## src/rtl/dmareq_pkg.sv

```systemverilog
package dmareq_pkg;
  typedef enum logic {DIR_TX = 1'b0, DIR_RX = 1'b1} dir_e;

  typedef struct packed {
    logic burst;
    logic single;
  } req_pair_t;
endpackage

```

## src/rtl/dmareq_wm_reg.sv

```systemverilog
module dmareq_wm_reg #(
  parameter int WM_W      = 4,
  parameter int TX_WM_RST = 4,
  parameter int RX_WM_RST = 4
) (
  input  logic            clk,
  input  logic            rst_n,
  input  logic            cfg_wr,
  input  logic [WM_W-1:0] tx_wm_in,
  input  logic [WM_W-1:0] rx_wm_in,
  output logic [WM_W-1:0] tx_wm_q,
  output logic [WM_W-1:0] rx_wm_q
);
  localparam logic [WM_W-1:0] TX_RST_V = WM_W'(TX_WM_RST);
  localparam logic [WM_W-1:0] RX_RST_V = WM_W'(RX_WM_RST);

  always_ff @(posedge clk) begin
    if (!rst_n) begin
      tx_wm_q <= TX_RST_V;
      rx_wm_q <= RX_RST_V;
    end else if (cfg_wr) begin
      tx_wm_q <= tx_wm_in;
      rx_wm_q <= rx_wm_in;
    end
  end

  // a strobe makes the new value visible one edge later
  p_wm_load_r2: assert property (@(posedge clk) disable iff (!rst_n)
    cfg_wr |=> (tx_wm_q == $past(tx_wm_in)) && (rx_wm_q == $past(rx_wm_in)));

  p_wm_keep_r2: assert property (@(posedge clk) disable iff (!rst_n)
    !cfg_wr |=> $stable(tx_wm_q) && $stable(rx_wm_q));

  // reset loads the defaults
  p_wm_reset_r1: assert property (@(posedge clk)
    !rst_n |=> (tx_wm_q == TX_RST_V) && (rx_wm_q == RX_RST_V));
endmodule

```

## src/rtl/dmareq_level_decode.sv

```systemverilog
module dmareq_level_decode #(
  parameter dmareq_pkg::dir_e DIR = dmareq_pkg::DIR_TX,
  parameter int DEPTH = 16,
  parameter int WM_W  = 4,
  parameter int BURST = 4,
  parameter int LVL_W = $clog2(DEPTH + 1)
) (
  input  logic [LVL_W-1:0]      level,
  input  logic [WM_W-1:0]       wm,
  output dmareq_pkg::req_pair_t want
);
  localparam logic [LVL_W:0] DEPTH_X = (LVL_W + 1)'(DEPTH);
  localparam logic [LVL_W:0] BURST_X = (LVL_W + 1)'(BURST);
  localparam logic [LVL_W:0] ONE_X   = (LVL_W + 1)'(1);

  logic [LVL_W:0] lvl_x;
  logic [LVL_W:0] wm_x;

  assign lvl_x = {1'b0, level};
  assign wm_x  = (LVL_W + 1)'(wm);

  generate
    if (DIR == dmareq_pkg::DIR_TX) begin : g_tx
      logic [LVL_W:0] room;
      assign room = DEPTH_X - lvl_x;
      // watermark met and room for a whole burst
      assign want.burst  = (lvl_x <= wm_x) && (room >= BURST_X);
      // some room, but less than a burst
      assign want.single = (room >= ONE_X) && (room < BURST_X);
    end else begin : g_rx
      // watermark is offset by one, and a whole burst must be present
      assign want.burst  = (lvl_x >= wm_x + ONE_X) && (lvl_x >= BURST_X);
      // some data, but less than a burst
      assign want.single = (lvl_x >= ONE_X) && (lvl_x < BURST_X);
    end
  endgenerate
endmodule

```

## src/rtl/dmareq_handshake.sv

```systemverilog
module dmareq_handshake (
  input  logic                  clk,
  input  logic                  rst_n,
  input  logic                  en,
  input  dmareq_pkg::req_pair_t want,
  input  logic                  ack_burst,
  input  logic                  ack_single,
  output logic                  burst_req,
  output logic                  single_req
);
  logic burst_d;
  logic single_d;

  always_comb begin
    if (burst_req) burst_d = !ack_burst;
    else           burst_d = want.burst && !single_req;
    if (single_req) single_d = !ack_single;
    else            single_d = want.single && !want.burst && !burst_req;
  end

  always_ff @(posedge clk) begin
    if (!rst_n || !en) begin
      burst_req  <= 1'b0;
      single_req <= 1'b0;
    end else begin
      burst_req  <= burst_d;
      single_req <= single_d;
    end
  end

  p_reset_clear_r1: assert property (@(posedge clk)
    !rst_n |=> !burst_req && !single_req);

  p_excl_r9: assert property (@(posedge clk) disable iff (!rst_n)
    !(burst_req && single_req));

  p_burst_hold_r7: assert property (@(posedge clk) disable iff (!rst_n)
    burst_req && en && !ack_burst |=> burst_req);

  p_single_hold_r7: assert property (@(posedge clk) disable iff (!rst_n)
    single_req && en && !ack_single |=> single_req);

  p_burst_gap_r8: assert property (@(posedge clk) disable iff (!rst_n)
    burst_req && ack_burst |=> !burst_req);

  p_single_gap_r8: assert property (@(posedge clk) disable iff (!rst_n)
    single_req && ack_single |=> !single_req);

  p_disable_r10: assert property (@(posedge clk) disable iff (!rst_n)
    !en |=> !burst_req && !single_req);

  p_burst_cause_r9: assert property (@(posedge clk) disable iff (!rst_n)
    $rose(burst_req) |-> $past(want.burst) && !$past(single_req));

  p_single_cause_r9: assert property (@(posedge clk) disable iff (!rst_n)
    $rose(single_req) |-> $past(want.single) && !$past(burst_req));
endmodule

```

## src/rtl/dmareq_gen.sv

```systemverilog
module dmareq_gen #(
  parameter int DEPTH     = 16,
  parameter int WM_W      = 4,
  parameter int BURST     = 4,
  parameter int TX_WM_RST = 4,
  parameter int RX_WM_RST = 4
) (
  input  logic                         clk,
  input  logic                         rst_n,
  input  logic                         cfg_wr,
  input  logic [WM_W-1:0]              tx_wm_in,
  input  logic [WM_W-1:0]              rx_wm_in,
  input  logic                         tx_en,
  input  logic                         rx_en,
  input  logic [$clog2(DEPTH+1)-1:0]   tx_level,
  input  logic [$clog2(DEPTH+1)-1:0]   rx_level,
  input  logic                         tx_burst_ack,
  input  logic                         tx_single_ack,
  input  logic                         rx_burst_ack,
  input  logic                         rx_single_ack,
  output logic                         tx_burst_req,
  output logic                         tx_single_req,
  output logic                         rx_burst_req,
  output logic                         rx_single_req
);
  localparam int LVL_W = $clog2(DEPTH + 1);

  logic [WM_W-1:0]       tx_wm_q;
  logic [WM_W-1:0]       rx_wm_q;
  dmareq_pkg::req_pair_t tx_want;
  dmareq_pkg::req_pair_t rx_want;

  dmareq_wm_reg #(
    .WM_W(WM_W), .TX_WM_RST(TX_WM_RST), .RX_WM_RST(RX_WM_RST)
  ) u_wm (
    .clk(clk), .rst_n(rst_n), .cfg_wr(cfg_wr),
    .tx_wm_in(tx_wm_in), .rx_wm_in(rx_wm_in),
    .tx_wm_q(tx_wm_q), .rx_wm_q(rx_wm_q)
  );

  dmareq_level_decode #(
    .DIR(dmareq_pkg::DIR_TX), .DEPTH(DEPTH), .WM_W(WM_W), .BURST(BURST), .LVL_W(LVL_W)
  ) u_tx_dec (
    .level(tx_level), .wm(tx_wm_q), .want(tx_want)
  );

  dmareq_level_decode #(
    .DIR(dmareq_pkg::DIR_RX), .DEPTH(DEPTH), .WM_W(WM_W), .BURST(BURST), .LVL_W(LVL_W)
  ) u_rx_dec (
    .level(rx_level), .wm(rx_wm_q), .want(rx_want)
  );

  dmareq_handshake u_tx_hs (
    .clk(clk), .rst_n(rst_n), .en(tx_en), .want(tx_want),
    .ack_burst(tx_burst_ack), .ack_single(tx_single_ack),
    .burst_req(tx_burst_req), .single_req(tx_single_req)
  );

  dmareq_handshake u_rx_hs (
    .clk(clk), .rst_n(rst_n), .en(rx_en), .want(rx_want),
    .ack_burst(rx_burst_ack), .ack_single(rx_single_ack),
    .burst_req(rx_burst_req), .single_req(rx_single_req)
  );

  // a receive request only starts from receive-side inputs
  p_rx_indep_r11: assert property (@(posedge clk) disable iff (!rst_n)
    $rose(rx_burst_req) |-> $past(rx_en) && ($past(rx_level) >= LVL_W'(BURST)));

  p_level_legal_r11: assert property (@(posedge clk) disable iff (!rst_n)
    (tx_level <= LVL_W'(DEPTH)) && (rx_level <= LVL_W'(DEPTH)));
endmodule

```

## config.mk

```make
export PLATFORM = sky130hd
export DESIGN_NAME = dmareq_gen
export DESIGN_NICKNAME = d
export VERILOG_FILES = /design/src/rtl/dmareq_pkg.sv /design/src/rtl/dmareq_wm_reg.sv /design/src/rtl/dmareq_level_decode.sv /design/src/rtl/dmareq_handshake.sv /design/src/rtl/dmareq_gen.sv
export SDC_FILE = /design/constraint.sdc
export NUM_CORES = 1
export LEC_CHECK = 0
export ABC_CLOCK_PERIOD_IN_PS = 1570
export BUFFER_PORTS_ARGS = -buffer_cell sky130_fd_sc_hd__buf_2
export CAP_MARGIN = 20
export CORE_MARGIN = 5
export CORE_UTILIZATION = 41
export CTS_CLUSTER_DIAMETER = 100
export CTS_CLUSTER_SIZE = 25
export DETAILED_ROUTE_END_ITERATION = 8
export PLACE_DENSITY = 0.74
export SYNTH_ARGS = -nofsm -noshare
export SYNTH_HDL_FRONTEND = slang
export SYNTH_SLANG_ARGS = --single-unit
```

## constraint.sdc

```tcl
create_clock -name clk -period 1.57 [get_ports clk]
set_clock_uncertainty 0.15 [all_clocks]
set_input_delay 0.0785 -clock clk [delete_from_list [all_inputs] [get_ports clk]]
set_output_delay 0.0785 -clock clk [all_outputs]
set_load 0.01 [all_outputs]
```

==> reports/qor.yml <==
status: "finished with violations"
violations: "setup timing"
die_area_sq_um: 2730
cts_buffers: 3
htreeDepth: 1
num_antenna_cells: 0
use_met2_pct: 26.2
antenna_found_initial: 0
drtAntennaViolNets: 0
whs_ns: 0.00583
rr_worst_depth: 6
grtUsageMet3_pct: 2.56
r2r_start: "u_wm.rx_wm_q[0]$_SDFFE_PN0P_"
period_minus_slack_ns: 1.61
synth_top_area_share_pct: 32.8
nFillCells: 135
layout-drive-gt1-share_pct: 33.6
cts_root_buffer: "clkbuf_4"
die_height_um: 52.3
syn_nets: 117
synthTopCellsByArea: "dfxtp_1 (33%), ha_1 (17%), mux2i_1 (9.6%)"
fp.dieW_um: 52.3
ys_seq_area_share_pct: 32.8
syn2layout_area_growth_pct: 64.7
grt_use_met1_pct: 19.9
worstHoldEndpoint: "u_rx_hs.burst_req$_SDFF_PP0_"
combPwrFrac_pct: 25.6
gp_congestion: 0.756
synth.largest_area_cell: "dfxtp_1"
clock_sinks: 12
ioPinCount: 31
initial_utilization_pct: 42.9
via_per_inst: 4.74
num_vias: 753
utilization_pct: 70.7
max_freq_mhz: 622
cts.path.max_buffers: 2
first_iter_violations: 7
arrival_ns: 1.63
ys_warn_count: 0
p_seq_share_pct: 42.2
drt_first_pass_iters: 4
setup_viol: 1
switching_share_pct: 26.3
ys_ff_latch: 12
start_kind: "register"
p_int_uw: 581
stdcell_area_sq_um: 1210
core_sq_um: 1710
maxCapViolCount: 0
grt_overflow: 0
p_sw_uw: 207
hold_path_class: "input pin to register"
worst_path_max_delay_cell: "dfxtp_4"
grt_usage_pct: 15.6
vdd_drop_max_mv: 0.570
finalWorstSetupSlack_ns: -0.0384
r2r_end: "u_rx_hs.burst_req$_SDFF_PP0_"
netlist_area_sq_um: 733
clock_latency_ns: 0.27
crit_chain: "nand3_2, xor2_1, ha_1, a211oi_2, o21ai_1, a31o_1"
wl_mm: 1.93
hold_viol_final: 0
rows: 15
worstSetupPathType: "register to register"
grt_pass1_wl_mm: 3.21
hp-start: "rx_level[2]"
yosys.cell_types.count: 28
busiest_layer: "met2"
grt_max_degree: 13
path_max_fanout: 3
port_buffers: 30
p_leak_nw: 0.571
worst_slew_pin_slew_ns: 0.259
wire_per_inst_um: 12.1
fin_nets: 172
clkPwrFrac_pct: 32.2
crit_path_end_kind: "register"
drcViolationCount: 0
post_cts_buffers: 0
worst-r2r-setup-slack_ns: -0.04
place_area_sq_um: 931
fin_setup_tns_ns: -0.0384
post-route-period-util_pct: 102
hold_depth: 3
maxSlewViolCount: 0
critPathMaxStageDelay_ns: 0.38
required_ns: 1.59
avgSynthCellArea_sq_um: 9.17
max-slew-margin-rel_pct: 82.5
rsz0062_at_grt: "yes"
cts_tree: "done"
netlist_instances: 80
path_clk_slew_ns: 0.08
hpwl_mm: 1.37
p_per_area_nw_per_um2: 653
grt_pass1_vias: 776
==> metal layers <==
metal  wire length, um  share of wire, %
met1               918                48
met2               917                48
met3                77               4.0
met4                14              0.73
met5                 0                 0
==> worst max path at each step <==
stage                                 start                            to  slack [ns]  cells after the start
6_report       u_wm.rx_wm_q[0]$_SDFFE_PN0P_  u_rx_hs.burst_req$_SDFF_PP0_       -0.04                      6
4_1_cts        u_wm.rx_wm_q[0]$_SDFFE_PN0P_  u_rx_hs.burst_req$_SDFF_PP0_       -0.02                      6
5_1_grt        u_wm.rx_wm_q[0]$_SDFFE_PN0P_  u_rx_hs.burst_req$_SDFF_PP0_       -0.11                      6
3_5_place_dp   u_wm.rx_wm_q[0]$_SDFFE_PN0P_  u_rx_hs.burst_req$_SDFF_PP0_       -0.06                      6
2_1_floorplan  u_wm.rx_wm_q[0]$_SDFFE_PN0P_  u_rx_hs.burst_req$_SDFF_PP0_       0.007                      6
3_3_place_gp   u_wm.rx_wm_q[0]$_SDFFE_PN0P_  u_rx_hs.burst_req$_SDFF_PP0_       -0.02                      6
==> synthesized netlist by cell type <==
master / count
mux2i_1: 7
clkbuf_1: 2
a211oi_1: 1
inv_1: 9
and4b_1: 1
nand2b_1: 2
dfxtp_1: 12
nor2_1: 3
nand3_1: 3
nor4_1: 1
a21oi_1: 3
or4_1: 1
o41ai_1: 1
ha_1: 10
o211ai_1: 3
o21ai_0: 1
a41oi_1: 1
a31oi_1: 1
nand2_1: 3
and3b_1: 1
xnor2_1: 1
and3_1: 1
nor2b_1: 6
a31o_1: 1
xor2_1: 1
o221ai_1: 1
nor3b_1: 2
or3_1: 1
==> power groups by stage <==
stage                     logic [mW]  clock network [mW]  registers, mW
after floorplan               0.0842                   0          0.340
after global placement         0.142                   0          0.338
after detailed placement       0.147                   0          0.340
after CTS                      0.192               0.261          0.333
after global routing           0.228               0.282          0.335
final                          0.202               0.254          0.332
==> through the flow <==
stage	cells	total power [mW]	worst slack [ns]
after floorplan	80	0.425	0.00693
after global placement	135	0.480	-0.0196
after detailed placement	135	0.487	-0.0613
after CTS	158	0.787	-0.0200
after global routing	159	0.845	-0.114
final	159	0.788	-0.0384
==> critical path: cells and delay by family (launching register included) <==
family                   cells  cell delay (ns)
AO/OA/AOI/OAI                3             0.45
flip-flops                   1             0.38
adder cells (fa/ha/maj)      1             0.31
XOR/XNOR                     1             0.14
AND/OR/NAND/NOR              1             0.08
==> area by class of cell <==
class | instances | area [sq um] | share of cell area [%]
repair buffers | 52 | 365 | 30.3
clock buffers | 4 | 36.3 | 3.01
well taps | 25 | 31.3 | 2.59
inverters | 9 | 33.8 | 2.80
multi-input cells | 57 | 492 | 40.7
flip-flops and latches | 12 | 249 | 20.6
==> sequential cells by signal (all words and copies together) (netlist names) <==
| register | count |
|---|---|
| u_rx_hs.burst_req | 1 |
| u_wm.rx_wm_q | 4 |
| u_rx_hs.single_req | 1 |
| u_wm.tx_wm_q | 4 |
| u_tx_hs.burst_req | 1 |
| u_tx_hs.single_req | 1 |
==> cells in the final DEF (no fill, tap or decap), types with 2 or more instances in the layout <==
cell,n
a21oi_1,3
buf_2,30
buf_4,2
clkbuf_4,3
dfxtp_1,9
dfxtp_4,2
dlygate4sd3_1,20
ha_1,8
ha_4,2
inv_1,8
mux2i_1,7
nand2_1,3
nand2b_1,2
nand3_1,2
nor2_1,3
nor2b_1,6
o211ai_1,3
==> what timing repair did <==
action,CTS,global route
pin swaps,4,0
setup endpoints to repair,1,1
gates resized for setup,5,3
endpoints found under the hold margin,11,1
cloned,0,0
hold buffers,19,1
==> cells by family after synthesis <==
group                    Yosys count  synth area share (%)
XOR/XNOR                           2                  2.39
flip-flops                        12                  32.8
buffers and inverters             11                  5.63
AND/OR/NAND/NOR                   25                  20.1
AO/OA/AOI/OAI                     13                  12.5
multiplexers                       7                  9.56
adder cells (fa/ha/maj)           10                  17.1
No activity file was read; power rests on OpenSTA's default activity.
